## config.mk

```make
export PLATFORM = sky130hd
export DESIGN_NAME = twr_counter
export DESIGN_NICKNAME = d
export VERILOG_FILES = /design/src/rtl/twr_pkg.sv /design/src/rtl/twr_shape_check.sv /design/src/rtl/twr_decode.sv /design/src/rtl/twr_state.sv /design/src/rtl/twr_counter.sv
export SDC_FILE = /design/constraint.sdc
export NUM_CORES = 1
export LEC_CHECK = 0
export BUFFER_PORTS_ARGS = -buffer_cell sky130_fd_sc_hd__buf_2
export CAP_MARGIN = 10
export CORE_MARGIN = 2
export CORE_UTILIZATION = 30
export DETAILED_ROUTE_END_ITERATION = 10
export PLACE_DENSITY = 0.67
export SYNTH_ARGS = -nofsm -noshare
export SYNTH_HDL_FRONTEND = slang
export SYNTH_HIERARCHICAL = 1
export SYNTH_SLANG_ARGS = --single-unit
export TNS_END_PERCENT = 100
```

## constraint.sdc

```tcl
create_clock -name clk -period 2.7 [get_ports clk]
set_input_delay 0.405 -clock clk [delete_from_list [all_inputs] [get_ports clk]]
set_output_delay 0.405 -clock clk [all_outputs]
set_load 0.02 [all_outputs]
```

## src/rtl/twr_pkg.sv

```systemverilog
package twr_pkg;
  typedef enum logic [1:0] {
    ACT_SHIFT = 2'd0,
    ACT_SEED  = 2'd1,
    ACT_CLEAR = 2'd2,
    ACT_RESET = 2'd3
  } twr_act_e;
endpackage

```

## src/rtl/twr_shape_check.sv

```systemverilog
module twr_shape_check #(
  parameter int STAGES = 5
) (
  input  logic [STAGES-1:0] bits_i,
  output logic              well_formed_o
);
  localparam int CW = $clog2(STAGES) + 1;

  logic [STAGES-2:0] edge_v;
  logic [CW-1:0]     edge_cnt;

  genvar g;
  generate
    for (g = 0; g < STAGES - 1; g++) begin : g_edge
      assign edge_v[g] = bits_i[g+1] ^ bits_i[g];
    end
  endgenerate

  always_comb begin
    edge_cnt = '0;
    for (int i = 0; i < STAGES - 1; i++) begin
      edge_cnt = edge_cnt + CW'(edge_v[i]);
    end
  end

  assign well_formed_o = (edge_cnt <= CW'(1));
endmodule

```

## src/rtl/twr_decode.sv

```systemverilog
module twr_decode #(
  parameter int STAGES = 5
) (
  input  logic [STAGES-1:0]   bits_i,
  input  logic                well_formed_i,
  output logic [2*STAGES-1:0] phase_o
);
  localparam int PHASES = 2 * STAGES;

  logic [PHASES-1:0] raw;

  assign raw[0]      = ~bits_i[STAGES-1] & ~bits_i[0];
  assign raw[STAGES] =  bits_i[STAGES-1] &  bits_i[0];

  genvar k;
  generate
    for (k = 1; k < STAGES; k++) begin : g_pair
      assign raw[k]          =  bits_i[k-1] & ~bits_i[k];
      assign raw[STAGES + k] = ~bits_i[k-1] &  bits_i[k];
    end
  endgenerate

  assign phase_o = well_formed_i ? raw : '0;
endmodule

```

## src/rtl/twr_state.sv

```systemverilog
module twr_state
  import twr_pkg::*;
#(
  parameter int STAGES = 5
) (
  input  logic              clk,
  input  logic              rst,
  input  logic              seed_en,
  input  logic [STAGES-1:0] seed_val,
  input  logic              well_formed_i,
  output logic [STAGES-1:0] q_o,
  output logic              recover_o
);
  twr_act_e          act;
  logic [STAGES-1:0] q_next;

  always_comb begin
    if (rst)                 act = ACT_RESET;
    else if (seed_en)        act = ACT_SEED;
    else if (!well_formed_i) act = ACT_CLEAR;
    else                     act = ACT_SHIFT;
  end

  always_comb begin
    case (act)
      ACT_SEED:  q_next = seed_val;
      ACT_SHIFT: q_next = {q_o[STAGES-2:0], ~q_o[STAGES-1]};
      default:   q_next = '0;
    endcase
  end

  always_ff @(posedge clk) begin
    q_o       <= q_next;
    recover_o <= (act == ACT_CLEAR);
  end
endmodule

```

## src/rtl/twr_counter.sv

```systemverilog
module twr_counter #(
  parameter int STAGES = 5
) (
  input  logic                clk,
  input  logic                rst,
  input  logic                seed_en,
  input  logic [STAGES-1:0]   seed_val,
  output logic [STAGES-1:0]   ring_q,
  output logic [2*STAGES-1:0] phase_oh,
  output logic                recover_pulse
);
  logic shape_ok;

  twr_shape_check #(.STAGES(STAGES)) u_shape (
    .bits_i        (ring_q),
    .well_formed_o (shape_ok)
  );

  twr_state #(.STAGES(STAGES)) u_state (
    .clk           (clk),
    .rst           (rst),
    .seed_en       (seed_en),
    .seed_val      (seed_val),
    .well_formed_i (shape_ok),
    .q_o           (ring_q),
    .recover_o     (recover_pulse)
  );

  twr_decode #(.STAGES(STAGES)) u_decode (
    .bits_i        (ring_q),
    .well_formed_i (shape_ok),
    .phase_o       (phase_oh)
  );
endmodule

```

== Word-level counts from Yosys, hierarchy flattened ==
Cells that the tools add are included.

* Flip-flop bits (word level): 6
* Input port bits: 8
* Output and inout bits: 16
* Logic and storage cells: 33

* $add $sub $neg: 3
* $lt $le $gt $ge: 1
* Equal/unequal tests: 2
* Multiplexer cells: 5
* Bitwise logic cells: 19
* Reductions and logical operators: 1

{| class="wikitable"
|+ Operator list
! operator !! count
|-
| 1-bit bitwise AND || 10
|-
| 10-bit 2-to-1 mux || 1
|-
| 5-bit case mux with 2 select lines || 1
|-
| 4-bit by 1-bit adder with 4-bit output || 2
|-
| 2-bit 2-to-1 mux || 3
|-
| 1-bit inverter || 5
|-
| 4-bit by 1-bit <= comparator with 1-bit output, second input constant || 1
|-
| 1-bit XOR || 4
|-
| 1-bit by 1-bit adder with 2-bit output || 1
|-
| 2-bit by 1-bit equality test with 1-bit output, second input constant || 1
|-
| 2-bit equality test, second input constant || 1
|-
| 2-bit logical NOT || 1
|}

== Logic depth before layout (Yosys ltp) ==
Gate-level depths: netlist of run 1.

* Depth in word-level cells: 10
* Mapped depth: 8
* Gate-level depth less buffers: 8

== Hierarchy ==
The synthesis of run 1 kept the hierarchy.

{| class="wikitable"
|+ By module, submodules not included
! module !! instances !! cells each !! area each (um^2) !! sequential area each (um^2)
|-
| twr_state || 1 || 15 || 201.4 || 120.1
|-
| twr_decode || 1 || 10 || 100.1 || 0.0
|-
| twr_shape_check || 1 || 10 || 91.3 || 0.0
|}

== Least setup slack after synthesis of run 1 ==
Ideal clock, no wire load.

* Path type: register to output
* Start: register u_state.q_o[0]
* End: output phase_oh[0]
* Arrival time: 2.524 ns
* Required time: 2.295 ns
* Path slack: -0.229 ns
* Stages on the path, launching flop included: 8
* Buffers on the path: 0
* Cell sequence: dfxtp_1 > xnor2_1 > fa_1 > inv_1 > ha_1 > ha_1 > nor2_1 > nor3b_2

* Longest elaborated chain between the ends: 6
* Elaborated cells between the ends (all ways): 8
* Classes of those cells: 3 x add/sub; 1 x order compare; 1 x mux; 3 x bitwise

{| class="wikitable"
|+ RTL lines
! element !! RTL line !! RTL
|-
| start, declared || twr_state.sv:11 || <nowiki>output logic [STAGES-1:0] q_o,</nowiki>
|-
| start signal, assigned || twr_state.sv:33 || <nowiki>q_o <= q_next;</nowiki>
|-
| 1-bit XOR || twr_shape_check.sv:15 || <nowiki>assign edge_v[g] = bits_i[g+1] ^ bits_i[g];</nowiki>
|-
| 1-bit by 1-bit adder with 2-bit output || twr_shape_check.sv:22 || <nowiki>edge_cnt = edge_cnt + CW'(edge_v[i]);</nowiki>
|-
| 4-bit by 1-bit adder with 4-bit output (2 in series) || twr_shape_check.sv:22 ||
|-
| 4-bit by 1-bit <= comparator with 1-bit output || twr_shape_check.sv:26 || <nowiki>assign well_formed_o = (edge_cnt <= CW'(1));</nowiki>
|-
| named net shape_ok || twr_counter.sv:12 || <nowiki>logic shape_ok;</nowiki>
|-
| 10-bit 2-to-1 mux || twr_decode.sv:23 || <nowiki>assign phase_o = well_formed_i ? raw : '0;</nowiki>
|-
| end, declared || twr_counter.sv:9 || <nowiki>output logic [2*STAGES-1:0] phase_oh,</nowiki>
|}

The timed path passes the listed nets, and every way through them passes these cells.

== Worst setup path after layout of run 1 ==
Ends and elaborated chain as after synthesis.

==> results of run 1 <==
[flip-flops by register name (all words and copies together) (netlist names)]
| name | count |
|---|---|
| u_state/recover_o | 1 |
| u_state/q_o | 5 |
[synth_stat cells]
| cell type | number |
|---|---|
| and3b_2 | 8 |
| dfxtp_1 | 6 |
| a32o_1 | 4 |
| xnor2_1 | 3 |
| ha_1 | 2 |
| inv_1 | 2 |
| a21o_1 | 1 |
| and3_2 | 1 |
| fa_1 | 1 |
| nor2_1 | 1 |
| nor2_2 | 1 |
| nor2b_4 | 1 |
| nor3_1 | 1 |
| nor3b_2 | 1 |
| nor4b_1 | 1 |
| xor2_1 | 1 |
[layout make-up]
cell class                      instances  area share
Clock buffer                            3      0.0325
Timing Repair Buffer                   32       0.297
Sequential cell                         6       0.181
Tap cell                               15      0.0271
Inverter                                2      0.0108
Multi-Input combinational cell         28       0.452
[metal layers]
layer / global-route usage / share of wire / vias up
met4: 0 / 0 / 0
met3: 0.0333 / 0.046 / 0
met1: 0.143 / 0.41 / 203
met2: 0.226 / 0.54 / 12
li1: - / - / 205
met5: 0 / 0 / -
[final timing paths]
path / startpoint / end / slack, ps
min reg2reg: u_state/q_o[0] / u_state/q_o[1] / 570
max reg2reg: u_state/q_o[0] / u_state/q_o[0] / 300
min: seed_val[0] / u_state/q_o[0] / 360
max: u_state/q_o[0] / phase_oh[0] / 30
[critical path, cell delays in order (launching register included)]
cell,delay [ps]
dfxtp_4,370
xnor2_2,150
fa_1,530
inv_1,40
ha_2,190
ha_4,240
nor2_4,160
nor3b_4,210
buf_6,140
[power by group through the flow]
stage               Sequential [mW]  Combinational (mW)  Clock (mW)
floorplan                     0.125               0.128           0
global placement              0.110               0.210           0
detailed placement            0.110               0.212           0
CTS                           0.109               0.261      0.0856
global route                  0.112               0.317      0.0909
finish                        0.110               0.296      0.0828
[cells by family after synthesis]
kind of cell | Yosys count | synth area share
xor+xnor | 4 | 0.0892
simple gates | 15 | 0.350
compound gates | 5 | 0.121
buf+inv | 2 | 0.0191
flops | 6 | 0.306
fa+ha+maj | 3 | 0.115
[repair_timing]
item / CTS / global route
pin swaps: 1 / 2
setup buffers: 2 / 2
setup endpoints to repair: 10 / 10
endpoints found under the hold margin: 0 / 0
gates cloned: 1 / 0
resized for setup: 4 / 10
[stage by stage]
stage | total power [mW] | util | setup TNS, ps | cells | worst slack [ps]
6_report | 0.489 | 0.545 | 0 | 86 | 34.0
5_1_grt | 0.520 | 0.545 | -105 | 86 | -46.9
4_1_cts | 0.455 | 0.509 | 0 | 84 | 23.5
3_5_place_dp | 0.322 | 0.457 | 0 | 78 | 99.4
3_3_place_gp | 0.320 | 0.457 | 0 | 78 | 120
2_1_floorplan | 0.254 | - | 0 | 35 | 43.3
==> summary.md, run 1 <==
| Metric | Value |
|---|---|
| Die area | `~0.0016 sq mm` |
| Total grt overflow | `0` |
| Commonest non-fill, non-tap cell in the layout | `buf_2` |
| Yosys warnings | `6` |
| CP arrival | `~2300 ps` |
| Die X | `around 40 um` |
| Net Sw Frac | `0.375` |
| Layout area overhead | `76.1%` |
| Initial antenna violation count | `0` |
| Pin count of the biggest net entering global routing | `8` |
| Die height | `about 40 um` |
| Placer Congestion | `~0.73` |
| Residual DRC count | `0` |
| Clock root buffer | `clkbuf_4` |
| Seq cells post-synth | `6` |
| Wire per inst | `between 10 and 15 um` |
| Critical path capture point type | `primary output` |
| Vias | `420` |
| Final Critical Period | `2670 ps` |
| Vias in the first global route | `316` |
| DR vias/cell | `4.88` |
| Final Setup Violations | `0` |
| DRT iter0 DRCs | `9` |
| Final worst clock skew | `between 1.5 and 2 ps` |
| Synthesized instance count | `35` |
| Min-Delay Path Depth | `2` |
| CTS tree | `built` |
| Worst-path clk slew | `50 ps` |
| Final Max Slew Viols | `0` |
| Top cells by area, synth | `dfxtp_1 (31%), and3b_2 (20%), a32o_1 (10%)` |
| FF+latch area | `between 100 and 150 sq um` |
| Post-Route WL | `1050 um` |
| Final worst-path cycle share | `0.987` |
| DR pass1 iterations | `4` |
| Clk network pwr share | `0.169` |
| Worst-margin pin slew | `about 280 ps` |
| RSZ-0062 raised after global routing | `true` |
| HP Class | `input port to flop` |
| CP max FO | `6` |
| PwrDens | `roughly 700 mW/mm^2` |
| Final-layout fill cell count | `~120` |
| Worst slew margin | `0.813` |
| Mapped Area | `between 300 and 400 sq um` |
| Diodes inserted | `0` |
| Worst hold margin | `approximately 360 ps` |
| # hold bufs at CTS | `0` |
| Cell-internal power | `around 0.31 mW` |
| First-pass GRT wire length | `1320 um` |
| Yosys cell types | `16` |
| Ports | `24` |
| Status | `finished clean` |
| Area of the core | `~0.0013 sq mm` |
| R2R cell count | `11` |
| Std-Cell Rows | `13` |
| Starting Density | `0.310` |
| Synth Net Count | `between 40 and 50` |
| Fmax | `0.375 GHz` |
| Post-synth top area cell | `dfxtp_1` |
| Inserted Clock Buffers | `3` |
| Placed wire-length estimate | `684 um` |
| CP Class | `flop to primary output` |
| Area fraction of the dominant cell type after synthesis | `0.306` |
| H-tree Lvls | `1` |
| Detail Route Antenna Nets | `0` |
| Total Routing Usage GR | `0.120` |
| Logic gate share of total power | `0.605` |
| CP required | `about 2300 ps` |
| IO Port Bufs | `23` |
| Clk sinks | `6` |
| Worst-skew pair later-pin latency | `240 ps` |
| Multi-input gate area | `roughly 310 sq um` |
| NetSw | `0.183 mW` |
| Commonest cells after routing, fill and taps aside | `buf_2 (17), buf_4 (13), and3b_2 (8), a32o_1 (4), dfxtp_1 (4)` |
| Critical Path Start Type | `flop` |
| Sequential area share after synthesis | `0.306` |
| Avg Cell Area, Syn | `between 10 and 15 sq um` |
| Area of placed instances | `a little under 600 sq um` |
| Final Cell Area | `between 600 and 700 sq um` |
| Max-Cap Viols | `0` |
| Final hold vios | `0` |
| Max clock buf depth | `2` |
| Final nets | `84` |
| VDD IR max | `0.000253 V` |
| Layout cells sized above 1 | `0.761` |
| Sequential Power Share | `0.226` |
| Pleak | `0.366 nW` |
Note: power is estimated with default switching activity, not from simulation.
==> run 2, diff against run 1 <==
CORE_AREA = 2 2 39 41   (was not set)
CORE_MARGIN = not set   (was 2)
CORE_UTILIZATION = not set   (was 30)
DIE_AREA = 0 0 41 43   (was not set)
PLACE_DENSITY = 0.63   (was 0.67)
clock period = 3.4 ns   (was 2.7 ns; I/O delays follow)
==> summary.md, run 2 (same netlist as run 1, synthesis figures left out) <==
| Metric | Value |
|---|---|
| Placer Congestion | `0.625 (-14%)` |
| R2R Setup Slk | `1060 ps (+760 ps)` |
| DR pass1 iterations | `3 (-1)` |
| Starting Density | `0.284 (-0.0258)` |
| # hold bufs at CTS | `0 (unchanged)` |
| Final Critical Period | `~3000 ps` |
| Min-delay src | `seed_val[0]` |
| Final Setup Violations | `0 (unchanged)` |
| Largest regs | `u_state/q_o x5, u_state/recover_o x1` |
| Worst-skew pair later-pin latency | `240 ps (about the same)` |
| Total grt overflow | `0 (unchanged)` |
| Power Total | `0.305 mW (-38%)` |
| Sequential Power Share | `0.295 (+0.069)` |
| CP arrival | `2510 ps (+250 ps)` |
| Wire per inst | `10.4 um (-14%)` |
| Fmax | `about 0.33 GHz` |
| CP required | `2890 ps (+590 ps)` |
| Inserted Clock Buffers | `3 (unchanged)` |
| Crit-path slowest cell | `fa_1` |
| Placed wire-length estimate | `652 um (-4.7%)` |
| RSZ-0062 raised after global routing | `false` |
| Min-Delay Path Depth | `2 (unchanged)` |
| CP Class | `flop to primary output` |
| Net Sw Frac | `0.388 (+0.0134)` |
| NetSw | `0.118 mW (-35%)` |
| Max-Cap Viols | `0 (unchanged)` |
| Diodes inserted | `0 (unchanged)` |
| Critical Path Start Type | `flop` |
| Worst-path clk slew | `40 ps (about the same)` |
| Setup bufs post-CTS | `0 (-2)` |
| Die height | `43 um (+7.0%)` |
| Post-Route WL | `824 um (-21%)` |
| Std-Cell Rows | `14 (+1)` |
| Ports | `24 (unchanged)` |
| IO Port Bufs | `23 (unchanged)` |
| Logic gate share of total power | `0.501 (-0.104)` |
| Vias in the first global route | `318 (+0.63%)` |
| HP Class | `input port to flop` |
| Final cell count without fillers | `79 (-8.1%)` |
| Layout area overhead | `43.9%` |
| Total Routing Usage GR | `0.107 (-0.0136)` |
| Status | `finished clean` |
| Number of flip-flops in the largest register | `5 (unchanged)` |
| CTS tree | `built` |
| # resized after CTS | `0 (-4)` |
| Worst hold margin | `471 ps (+108 ps)` |
| Max incr delay on CP | `510 ps (-20 ps)` |
| Worst-margin pin slew | `281 ps (+4.01 ps)` |
| H-tree Lvls | `1 (unchanged)` |
| Pleak | `0.319 nW (-13%)` |
| Most flops, register | `u_state/q_o` |
| Area of the core | `0.00138 sq mm (+9.1%)` |
| Initial antenna violation count | `0 (unchanged)` |
| Die X | `41 um (+2.0%)` |
| Commonest non-fill, non-tap cell in the layout | `buf_2` |
| CP max FO | `10 (+4)` |
| R2R cell count | `9 (-2)` |
| VDD IR max | `0.000324 V (+28%)` |
| Max clock buf depth | `2 (unchanged)` |
| Final hold vios | `0 (unchanged)` |
| Commonest cells after routing, fill and taps aside | `buf_2 (23), and3b_2 (8), dfxtp_1 (6), a32o_1 (4)` |
| Detail Route Antenna Nets | `0 (unchanged)` |
| Final setup TNS | `0 ps (unchanged)` |
| Worst reg2reg endpoint | `u_state/q_o[0]` |
| Final Max Slew Viols | `0 (unchanged)` |
| Layout cells sized above 1 | `0.635 (-0.126)` |
| Clk sinks | `6 (unchanged)` |
| Final worst clock skew | `0.613 ps (-0.955 ps)` |
| Cell-internal power | `0.187 mW (-39%)` |
| RR Startpoint | `u_state/q_o[2]` |
| Placed Instances | `76 (-2.6%)` |
| PwrDens | `539 mW/mm^2 (-24%)` |
| Worst slew margin | `0.813 (about the same)` |
| Cell Chain, Critical Path | `xnor2_1 -> fa_1 -> inv_1 -> ha_1 -> ha_1 -> nor2_1 -> buf_4 -> nor3b_2 -> buf_2` |
| Final worst-path cycle share | `0.888` |
| First-pass GRT wire length | `1260 um (-5.2%)` |
| Clock root buffer | `clkbuf_4` |
| Most frequent cell on the critical path | `ha_1` |
| Critical path capture point type | `primary output` |
| Worst Hold Path EP | `u_state/q_o[0]` |
| Vias | `372 (-11%)` |
| Clk network pwr share | `0.205 (+0.036)` |
| Final nets | `76 (-9.5%)` |
| DRT iter0 DRCs | `5 (-4)` |
| Residual DRC count | `0 (unchanged)` |
| Die area | `0.00176 sq mm (+9.1%)` |
| Pin count of the biggest net entering global routing | `11 (+3)` |
| DR vias/cell | `4.71 (-3.6%)` |
## run 2: cell types whose count changed in the layout (fill, tap and decap cells not counted), moves of 2 or more
cell / change
buf_4: -11
nor2_4: -2
dfxtp_1: +2
buf_6: -2
ha_1: +2
buf_2: +6
## run 2: layer usage
metal	up-vias	wire (um)	part of all wire	GRT usage
met5	-	0	0	0
li1	191	-	-	-
met3	0	62	0.075	0.0366
met4	0	0	0	0.0800
met1	165	380	0.46	0.133
met2	16	380	0.46	0.144
## run 2: worst max-delay path by stage
stage | start | end | slack, ps | depth (start not counted)
after detailed placement | u_state/q_o[0] | phase_oh[9] | 640 | 9
after global routing | u_state/q_o[0] | phase_oh[4] | 180 | 9
after floorplan | u_state/q_o[0] | phase_oh[0] | 370 | 7
final | u_state/q_o[2] | phase_oh[0] | 380 | 9
after CTS | u_state/q_o[1] | phase_oh[0] | 360 | 9
after global placement | u_state/q_o[1] | phase_oh[0] | 650 | 9
## run 2: critical path, delay by kind of cell (launching register included)
kind	cells	cell delay, ps
AND/OR/NAND/NOR	2	300
buffers and inverters	3	390
flip-flops	1	470
adder cells (fa/ha/maj)	3	960
XOR/XNOR	1	140
## run 2: cell type report
type | count | area (sq um)
flip-flops and latches | 6 | 120
multi-input cells | 27 | 265
well taps | 16 | 20.0
repair buffers | 25 | 130
clock buffers | 3 | 22.5
fillers | 150 | 818
inverters | 2 | 7.51
## run 2: per-stage QoR
step	instance area, sq um	worst slack (ps)	utilization
6_report	566	380	0.409
5_1_grt	566	180	0.409
4_1_cts	566	355	0.409
3_5_place_dp	543	638	0.392
3_3_place_gp	543	648	0.392
2_1_floorplan	393	366	-
## run 2: power by group through the flow
stage	logic (mW)	clock network [mW]	registers, mW
after floorplan	0.0878	0	0.0980
after global placement	0.151	0	0.0908
after detailed placement	0.153	0	0.0912
after CTS	0.154	0.0667	0.0899
after global routing	0.168	0.0725	0.0912
final	0.153	0.0624	0.0898
==> run 3, diff against run 2 <==
CTS_BUF_LIST = sky130_fd_sc_hd__clkbuf_2   (was not set)
==> summary.md, run 3 (same netlist as run 1, synthesis figures left out) <==
| Metric | Value |
|---|---|
| Post-Route WL | `831 um (+0.85%)` |
| Pleak | `0.318 nW (-0.42%)` |
| HP Class | `input port to flop` |
| Placed wire-length estimate | `652 um (unchanged)` |
| Total Routing Usage GR | `0.107 (unchanged)` |
| Diodes inserted | `0 (unchanged)` |
| Vias in the first global route | `318 (unchanged)` |
| Pin count of the biggest net entering global routing | `11 (unchanged)` |
| PwrDens | `519 mW/mm^2 (-3.8%)` |
| Commonest non-fill, non-tap cell in the layout | `buf_2` |
| Power Total | `0.289 mW (-5.1%)` |
| Min-Delay Path Depth | `2 (unchanged)` |
| Most flops, register | `u_state/q_o` |
| Area of placed instances | `543 sq um (unchanged)` |
| Worst-skew pair later-pin latency | `210 ps (-30 ps)` |
| Final-layout fill cell count | `152 (+1.3%)` |
| DRT iter0 DRCs | `5 (unchanged)` |
| Worst-path clk slew | `60 ps (+20 ps)` |
| Vias | `372 (unchanged)` |
| Clock root buffer | `clkbuf_2` |
| CP required | `2890 ps (about the same)` |
| CTS tree | `built` |
| CP Class | `flop to primary output` |
| Die X | `41 um (unchanged)` |
| Die area | `0.00176 sq mm (unchanged)` |
| Max-Cap Viols | `0 (unchanged)` |
| R2R Setup Slk | `1060 ps (about the same)` |
| First-pass GRT wire length | `1260 um (unchanged)` |
| Worst reg2reg endpoint | `u_state/q_o[0]` |
| Area of the core | `0.00138 sq mm (unchanged)` |
| Most frequent cell on the critical path | `ha_1` |
| Crit path launch | `u_state/q_o[2]` |
| R2R cell count | `9 (unchanged)` |
| # resized after CTS | `0 (unchanged)` |
| VDD IR max | `0.000301 V (-7.0%)` |
| CP arrival | `2490 ps (-20 ps)` |
| Global-route layer with the greatest usage | `met2` |
| Met2 usage | `0.144 (unchanged)` |
| Worst-margin pin slew | `281 ps (+0.0145 ps)` |
| Final setup TNS | `0 ps (unchanged)` |
| Final hold vios | `0 (unchanged)` |
| Max incr delay on CP | `510 ps (about the same)` |
| Min-delay src | `seed_val[0]` |
| DR pass1 iterations | `3 (unchanged)` |
| Total grt overflow | `0 (unchanged)` |
| RR Startpoint | `u_state/q_o[2]` |
| Final Setup Violations | `0 (unchanged)` |
| Met1 Use GR | `0.133 (unchanged)` |
| DR vias/cell | `4.71 (unchanged)` |
| Final worst clock skew | `1.38 ps (+0.764 ps)` |
| Final worst-path cycle share | `0.882 (-0.00614)` |
| Fmax | `0.333 GHz (+0.70%)` |
| Commonest cells after routing, fill and taps aside | `buf_2 (23), and3b_2 (8), dfxtp_1 (6), a32o_1 (4)` |
| Met3 Use GR | `0.0366 (unchanged)` |
| Worst Hold Path EP | `u_state/q_o[0]` |
| Initial antenna violation count | `0 (unchanged)` |
| Placer Congestion | `0.625 (unchanged)` |
| IO Port Bufs | `23 (unchanged)` |
| Die height | `43 um (unchanged)` |
| Final Max Slew Viols | `0 (unchanged)` |
| # hold bufs at CTS | `0 (unchanged)` |
| RSZ-0062 raised after global routing | `false` |
| Crit-path slowest cell | `fa_1` |
| Cell Chain, Critical Path | `xnor2_1 -> fa_1 -> inv_1 -> ha_1 -> ha_1 -> nor2_1 -> buf_4 -> nor3b_2 -> buf_2` |
| Worst slew margin | `0.813 (about the same)` |
| Starting Density | `0.284 (unchanged)` |
| Std-Cell Rows | `14 (unchanged)` |
| Clk sinks | `6 (unchanged)` |
| Critical Path Start Type | `flop` |
| CP max FO | `10 (unchanged)` |
| Setup bufs post-CTS | `0 (unchanged)` |
| Final nets | `76 (unchanged)` |
| Detail Route Antenna Nets | `0 (unchanged)` |
| Wire per inst | `10.5 um (+0.85%)` |
| Final Critical Period | `3000 ps (-20.9 ps)` |
| Critical path capture point type | `primary output` |
| Number of flip-flops in the largest register | `5 (unchanged)` |
| Ports | `24 (unchanged)` |
| Final Cell Area | `558 sq um (-1.3%)` |
| H-tree Lvls | `1 (unchanged)` |
| Inserted Clock Buffers | `3 (unchanged)` |
| Layout cells sized above 1 | `0.635 (unchanged)` |
| Layout area overhead | `42.0%` |
| Status | `finished clean` |
| Residual DRC count | `0 (unchanged)` |
| Largest regs | `u_state/q_o x5, u_state/recover_o x1` |
| Max clock buf depth | `2 (unchanged)` |
==> run 3: critical path: cells and delay by family (launching register included) <==
kind | cells | cell delay, ps
xor+xnor | 1 | 140
flops | 1 | 480
buf+inv | 3 | 390
simple gates | 2 | 300
fa+ha+maj | 3 | 960
==> run 3: stage by stage <==
| step | utilization | instances | setup WS [ps] | hold slack (ps) |
|---|---|---|---|---|
| finish | 0.403 | 79 | 401 | 495 |
| global route | 0.403 | 79 | 189 | 473 |
| CTS | 0.403 | 79 | 368 | 476 |
| detailed placement | 0.392 | 76 | 638 | 651 |
| global placement | 0.392 | 76 | 648 | 635 |
| floorplan | - | 35 | 366 | 587 |
==> run 3: area by class of cell <==
cell class,instances,area (sq um),area share
clock buffer,3,15.0,0.0269
inverter,2,7.51,0.0135
multi-input combinational,27,265,0.475
sequential,6,120,0.215
tap,16,20.0,0.0359
timing repair buffer,25,130,0.233
==> run 3: routing by layer <==
layer,routed length [um],part of all wire
met3,62,0.075
met2,381,0.46
met1,387,0.47
met5,0,0
met4,0,0
==> run 3: worst max-delay path by stage <==
| stage | end | cells past startpoint |
|---|---|---|
| global placement | phase_oh[0] | 9 |
| floorplan | phase_oh[0] | 7 |
| finish | phase_oh[0] | 9 |
| global route | phase_oh[4] | 9 |
| detailed placement | phase_oh[9] | 9 |
| CTS | phase_oh[0] | 9 |
==> run 3: power by group <==
part | switching, mW | internal, mW | leakage (nW)
registers | 0.0117 | 0.0779 | 0.0495
logic | 0.0840 | 0.0687 | 0.256
clock network | 0.0232 | 0.0239 | 0.0125
